$ cat src/rtl/tag_match_unit.sv
module tag_match_unit #(
  parameter int W = 18
) (
  input  logic         clk,
  input  logic         rst_n,
  input  logic         lat_pipe,
  input  logic         de,
  input  logic [W-1:0] din_word,
  input  logic         cmp_valid,
  input  logic [W-1:0] rd_word,
  input  logic         match_oe,
  output logic         match_out,
  output logic         match_drv_en
);

  logic [W-1:0] tag_q;
  logic         held_q;
  logic         hit_now;
  logic         flag;

  assign hit_now = (rd_word == tag_q);

  always_ff @(posedge clk or negedge rst_n) begin
    if (!rst_n) tag_q <= '0;
    else if (de) tag_q <= din_word;
  end

  always_ff @(posedge clk or negedge rst_n) begin
    if (!rst_n) held_q <= 1'b0;
    else if (cmp_valid) held_q <= hit_now;
  end

  assign flag         = (!lat_pipe && cmp_valid) ? hit_now : held_q;
  assign match_drv_en = match_oe;
  assign match_out    = match_oe & flag;

endmodule


$ cat config.mk
export PLATFORM = sky130hd
export DESIGN_NAME = tag_match_unit
export DESIGN_NICKNAME = d
export VERILOG_FILES = /design/src/rtl/tag_match_unit.sv
export SDC_FILE = /design/constraint.sdc
export NUM_CORES = 1
export LEC_CHECK = 0
export BUFFER_PORTS_ARGS = -buffer_cell sky130_fd_sc_hd__buf_4
export CAP_MARGIN = 15
export CORE_AREA = 4 4 50 52
export CTS_CLUSTER_DIAMETER = 80
export CTS_CLUSTER_SIZE = 30
export DETAILED_ROUTE_END_ITERATION = 12
export DIE_AREA = 0 0 54 56
export HOLD_SLACK_MARGIN = 0.03
export PLACE_DENSITY = 0.8
export SLEW_MARGIN = 20
export SYNTH_ARGS = -nofsm -noshare
export SYNTH_HDL_FRONTEND = slang
export SYNTH_SLANG_ARGS = --single-unit
export TNS_END_PERCENT = 10
$ cat constraint.sdc
create_clock -name clk -period 2.9 [get_ports clk]
set_clock_uncertainty 0.05 [all_clocks]
set_input_delay 0.145 -clock clk [delete_from_list [all_inputs] [get_ports clk]]
set_output_delay 0.145 -clock clk [all_outputs]
set_load 0.01 [all_outputs]
Word-level counts from Yosys, hierarchy flattened
Cells that the tools add are included.
Word-level totals
  bits in registers: 19
  latch bits: 0
  memory bits (writable): 0
  ROM bits: 0
  output and inout port bits: 2
  word-level logic and storage cells: 7
  memories: 0
Cells by class
  add/subtract/negate cells: 0
  multiply operators: 0
  div/mod/pow operators: 0
  magnitude comparators: 0
  eq/ne operators: 1
  shifts and indexed selects: 0
  multiplexer cells: 1
  bitwise logic cells: 1
  reductions and logical operators: 2
Operators with widths (number)
  $eq A18 B18 Y1: 1
  $and A1 B1 Y1: 1
  $logic_and A1 B1 Y1: 1
  $logic_not A1 Y1: 1
  $mux W1: 1

Depth between registers and ports, before layout
Gate-level depths: netlist of the first run.
  depth after elaboration: 4
  gate-level depth with buffers: 4
  mapped depth without buffers: 4

Least setup slack after synthesis of the first run
OpenSTA, ideal clock, no wires.
  path type: register to output
  from: register tag_q[5]
  to: output port match_out
  data arrival time: 1288 ps
  path slack: 1417 ps
  stages on the path, launching flop included: 5
  buffers on the path: 0
  cells stage by stage: dfrtp_1 xor2_1 nor4_2 nand3_1 o41ai_2
On the way
  cells in the longest elaborated chain, start to end: 3
Ends and longest elaborated chain
  from (decl): RTL line 16  | logic [W-1:0] tag_q;
  from (signal assigned): RTL line 25  | else if (de) tag_q <= din_word;
  $eq A18 B18 Y1: RTL line 21  | assign hit_now = (rd_word == tag_q);
  $mux W1: RTL line 33  | assign flag = (!lat_pipe && cmp_valid) ? hit_now : held_q;
  $and A1 B1 Y1: RTL line 35  | assign match_out = match_oe & flag;
  to (decl): RTL line 12  | output logic match_out,
No other way between the ends.

Worst setup path after layout of the first run
Same ends and word-level chain as after synthesis.

==> results of run 1 <==
## logic make-up (layout without fill, tap and decap cells)
| family | count (synthesis) | after routing | share of synthesized area |
|---|---|---|---|
| mux | 18 | 18 | 0.213 |
| simple gates | 9 | 9 | 0.0722 |
| flops | 19 | 19 | 0.499 |
| buf+inv | 5 | 60 | 0.0263 |
| compound gates | 2 | 2 | 0.0249 |
| xor+xnor | 18 | 18 | 0.165 |
## what timing repair did
action / in CTS / in global routing
hold buffers: 2 / 9
gates resized for setup: 0 / 0
endpoints found under the hold margin: 20 / 9
## final cells by class
type,instances,share of cell area
sequential,19,0.332
multi-input combinational,47,0.317
tap,28,0.0245
timing repair buffer,54,0.303
inverter,2,0.00525
clock buffer,4,0.0184
## state kept, by name, summed over array words and instances (netlist names)
register,flops
tag_q,18
held_q,1
## critical path, stage by stage (launching register included)
cell and delay [ns]:
dfrtp_1 0.40, xor2_1 0.17, nor4_2 0.30, nand3_1 0.16, o41ai_2 0.31, buf_4 0.17
## power breakdown
| group | switching, W | internal (W) |
|---|---|---|
| Clock | 0.0000753 | 0.0000533 |
| Combinational | 0.0000457 | 0.0000871 |
| Sequential | 0.0000162 | 0.000290 |
## per-layer routing
layer | up-vias | share of wire
li1 | 353 | -
met2 | 18 | 0.57
met3 | 2 | 0.051
met1 | 336 | 0.37
met5 | - | 0
met4 | 0 | 0.0099
## cell usage after synthesis (all sizes together)
cell type  number  area (sq um)
dfrtp          19           475
mux2           18           203
xor2           16           140
nor4            4          43.8
buf             3          17.5
nand3           3          15.0
inv             2          7.51
xnor2           2          17.5
nand2           1          3.75
nand2b          1          6.26
o31ai           1          7.51
o41ai           1          16.3
## path summary, 6_finish.rpt
check                                  from        end  slack (ns)  depth (start not counted)
min in group asynchronous             rst_n   tag_q[8]        0.25                          2
worst max-delay path               tag_q[5]  match_out        0.92                          5
max in group asynchronous             rst_n   tag_q[3]        2.35                          2
worst min-delay path            din_word[2]   tag_q[2]        0.04                          2
worst min register to register       held_q     held_q        0.45                          2
worst max register to register     tag_q[5]     held_q        1.49                          4
## per-stage QoR
| stage | total power [W] | hold WS (ns) | util | instance area [sq um] | instances |
|---|---|---|---|---|---|
| floorplan | 0.000374 | -0.201 | - | 953 | 71 |
| global placement | 0.000430 | -0.0207 | 0.614 | 1290 | 139 |
| detailed placement | 0.000434 | -0.0181 | 0.614 | 1290 | 139 |
| CTS | 0.000565 | 0.0314 | 0.636 | 1340 | 145 |
| global route | 0.000603 | 0.0313 | 0.679 | 1430 | 154 |
| finish | 0.000568 | 0.0401 | 0.679 | 1430 | 154 |
==> run_results.csv, run 1 <==
group,metric,value,unit
yosys,syn_area,953,sq um
timing,period_share,0.684,
power,power.static_leakage,0.663,nW
floorplan,row_count,17,
route,drt_wl_total,2020,um
critical_path,setup.worst_path.end_class,"output port",
finish,drive_above_1_share,0.540,
timing,fin_crit,1.98,ns
finish,register_area,475,sq um
floorplan,dieArea,0.00302,sq mm
placement,globalplace.congestion,0.647,
yosys,synth_seq_cells,19,
finish,diodes,0,
finish,n_fill_cell,172,
floorplan,die_width,54,um
power,ir_drop,0.414,mV
finish,final_common_cell,"buf_4",
global_route,grt_max_degree,20,
clock_network,clk_pin_slew,0.10,ns
timing,max_freq,504,MHz
timing,slew_headroom,0.809,
clock_network,clock_sink_count,19,
route,vias,709,
finish,nets,169,
yosys,ys_warn_count,0,
clock_network,cts_setup_buffers,0,
route,firstDrtPassIters,2,
critical_path,path_class,"reg -> out",
clock_network,cts_tree,"yes",
finish,areaGrowthSynthToFinish,50.0,%
timing,fin_tns_setup,0,ns
global_route,grt_pass1_wl,3040,um
floorplan,core,0.00211,sq mm
critical_path,crit_path_start_kind,"flop",
clock_network,clockRootBuffer,"clkbuf_4",
global_route,met3_usage,0.0161,
route,drc,0,
yosys,avgSynthCellArea,13.4,sq um
route,wire_per_inst,13.1,um
placement,portBuffers,43,
route,antenna_left,0,
clock_network,clock_latency,0.28,ns
placement,hpwl,1530,um
clock_network,cts_htree_levels,1,
floorplan,num_io_pins,44,
yosys,synth_seq_area_share,0.499,
global_route,antenna_found_initial,0,
timing,worst_slew_pin_slew,0.284,ns
timing,setup_viol,0,
global_route,busiest_layer,"met2",
finish,multiInputGateArea,453,sq um
floorplan,start_util,0.453,
timing,finalMaxSlewViolations,0,
yosys,synthDistinctLibCells,14,
timing,finalHoldViolCount,0,
global_route,grt_usage,0.135,
critical_path,cp.arrival,1.79,ns
power,powerDensity,397,mW/mm^2
global_route,use_met1,0.153,
clock_network,cts_max_path_buffers,2,
yosys,syn-instance-count,71,
finish,final_cell_mix,"buf_4 (43), dfrtp_1 (19), mux2_2 (18)",
job,cap_violations,0,
route,viasPerCell,4.60,
critical_path,critPathMaxFanout,2,
outcome,status,"complete, no violations",
floorplan,die_y,56,um
route,drt_iter0_markers,7,
global_route,grt_overflow,0,
timing,fin_ws,0.916,ns
placement,pre_cts_ws,1.22,ns
yosys,syn-num-nets,113,
clock_network,cts-buffers-inserted,3,
global_route,use_met2,0.256,
timing,rsz0062_at_grt,"false",
global_route,grt_pass1_vias,665,
critical_path,required,2.71,ns
worst_hold_path,min_path_type,"in -> reg",
(Power assumes the default switching activity.)
==> inputs of run 2 (changes only) <==
--- a/config.mk
+++ b/config.mk
@@ -7,13 +7,13 @@
 export LEC_CHECK = 0
 export BUFFER_PORTS_ARGS = -buffer_cell sky130_fd_sc_hd__buf_4
 export CAP_MARGIN = 15
-export CORE_AREA = 4 4 50 52
+export CORE_AREA = 4 4 54 56
 export CTS_CLUSTER_DIAMETER = 80
 export CTS_CLUSTER_SIZE = 30
 export DETAILED_ROUTE_END_ITERATION = 12
-export DIE_AREA = 0 0 54 56
+export DIE_AREA = 0 0 58 60
 export HOLD_SLACK_MARGIN = 0.03
-export PLACE_DENSITY = 0.8
+export PLACE_DENSITY = 0.72
 export SLEW_MARGIN = 20
 export SYNTH_ARGS = -nofsm -noshare
 export SYNTH_HDL_FRONTEND = slang
==> constraint.sdc (replaced) <==
create_clock -name clk -period 1.65 [get_ports clk]
set_clock_uncertainty 0.05 [all_clocks]
set_input_delay 0.0825 -clock clk [delete_from_list [all_inputs] [get_ports clk]]
set_output_delay 0.0825 -clock clk [all_outputs]
set_load 0.01 [all_outputs]
==> run_results.csv, run 2 (same netlist as run 1, synthesis figures left out) <==
group,metric,value,unit
global_route,antenna_found_initial,0,
clock_network,clk_pin_slew,0.11,ns
route,vias,785,
outcome,status,"complete, but fails checks",
placement,hpwl,1550,um
critical_path,path_class,"reg -> out",
clock_network,clock_sink_count,19,
clock_network,clock_latency,0.30,ns
critical_path,critPathMaxFanout,2,
timing,rsz0062_at_grt,"true",
global_route,grt_pass1_vias,895,
timing,fin_ws,-0.196,ns
power,power_frac_seq,0.526,
timing,finalMaxSlewViolations,0,
finish,diodes,0,
critical_path,cp.arrival,1.71,ns
power,powerDensity,673,mW/mm^2
finish,largest_reg_flops,18,
power,switching_share,0.249,
floorplan,dieArea,0.00348,sq mm
timing,period_share,1.12,
critical_path,setup.worst_path.end_class,"output port",
route,drt_wl_total,2120,um
finish,areaGrowthSynthToFinish,59.7,%
timing,finalHoldViolCount,0,
finish,top_regs,"tag_q: 18 flops, held_q: 1 flops",
finish,final_cell_mix,"buf_4 (43), dlygate4sd3_1 (20), dfrtp_1 (19)",
finish,final_common_cell,"buf_4",
timing,fin_crit,1.85,ns
global_route,grt_max_degree,20,
placement,post-place-cells,141,
placement,placed_area,0.00130,sq mm
placement,globalplace.congestion,0.763,
power,finalPower,0.00103,W
floorplan,start_util,0.392,
critical_path,crit_path_start_kind,"flop",
timing,hold_ws,0.100,ns
route,drc,0,
worst_hold_path,min_path_type,"in -> reg",
clock_network,cts_htree_levels,1,
power,power.internal,0.000770,W
timing,max_freq,542,MHz
global_route,grt_usage,0.140,
route,viasPerCell,4.76,
clock_network,cts_max_path_buffers,2,
global_route,grt_pass1_wl,3710,um
route,drt_iter0_markers,17,
power,clkPwrFrac,0.230,
power,p_comb_frac,0.244,
finish,final_util,0.626,
floorplan,die_y,60,um
clock_network,cts_setup_buffers,0,
finish,final_cell_count_no_fill,165,
floorplan,die_width,58,um
power,power.static_leakage,0.701,nW
route,wire_per_inst,12.9,um
critical_path,required,1.52,ns
clock_network,cts-buffers-inserted,3,
finish,largest_register,"tag_q",
finish,nets,178,
global_route,grt_overflow,0,
clock_network,clockRootBuffer,"clkbuf_4",
clock_network,cts_tree,"yes",
power,power.switching,0.000255,W
outcome,failed_checks,"negative setup slack",
timing,slew_headroom,0.841,
route,firstDrtPassIters,3,
floorplan,row_count,18,
route,antenna_left,0,
job,cap_violations,0,
finish,finalInstanceArea,0.00152,sq mm
timing,setup_viol,1,
finish,drive_above_1_share,0.504,
timing,worst_slew_pin_slew,0.236,ns
floorplan,core,0.00243,sq mm
power,ir_drop,0.558,mV
placement,portBuffers,43,
floorplan,num_io_pins,44,
==> run 2: cell count changes in the layout (fill, tap and decap cells not counted) <==
cell,delta
dlygate4sd3_1,+9
==> run 2: worst paths after layout <==
path | slack (ns) | depth (start not counted) | to | startpoint
min in group asynchronous | 0.13 | 2 | tag_q[15] | rst_n
max reg2reg | 0.26 | 4 | held_q | tag_q[6]
min | 0.10 | 4 | held_q | rd_word[2]
min reg2reg | 0.45 | 2 | held_q | held_q
max in group asynchronous | 1.22 | 2 | tag_q[1] | rst_n
max | -0.20 | 5 | match_out | tag_q[15]
==> run 2: metal layers <==
layer  GRT usage  share of wire  vias to the layer above
met5           0              0                        -
met4      0.0464              0                        0
met3      0.0302          0.084                        0
met2       0.255           0.52                       28
met1       0.163           0.40                      380
li1            -              -                      377
==> run 2: cell type report <==
class,instances,area [sq um]
Tap cell,30,37.5
Clock buffer,4,26.3
Multi-Input combinational cell,47,453
Fill cell,211,910
Inverter,2,7.51
Sequential cell,19,475
Timing Repair Buffer,63,523
==> run 2: stage by stage <==
| stage | TNS, ns | setup slack, ns |
|---|---|---|
| detailed placement | 0 | 0.0371 |
| CTS | -0.294 | -0.294 |
| global placement | 0 | 0.0705 |
| finish | -0.196 | -0.196 |
| global route | -0.310 | -0.310 |
| floorplan | 0 | 0.230 |
==> run 2: repair_timing <==
item,4_1_cts,5_1_grt
pin swaps,3,6
endpoints found under the setup margin,1,1
hold buffers,20,0
hold endpoints to repair,38,0
gates resized for setup,0,0
==> run 2: power by group through the flow <==
stage          registers [W]  logic [W]  clock network (W)
2_1_floorplan       0.000542   0.000116                  0
3_3_place_gp        0.000546   0.000212                  0
3_5_place_dp        0.000549   0.000216                  0
4_1_cts             0.000540   0.000255           0.000248
5_1_grt             0.000546   0.000277           0.000261
6_report            0.000539   0.000251           0.000235
==> run 2: critical path, cell delays in order, from the launching register on <==
cell	delay, ns
dfrtp_1	0.41
xor2_1	0.15
nor4_1	0.25
nand3_1	0.15
o41ai_2	0.30
buf_4	0.17
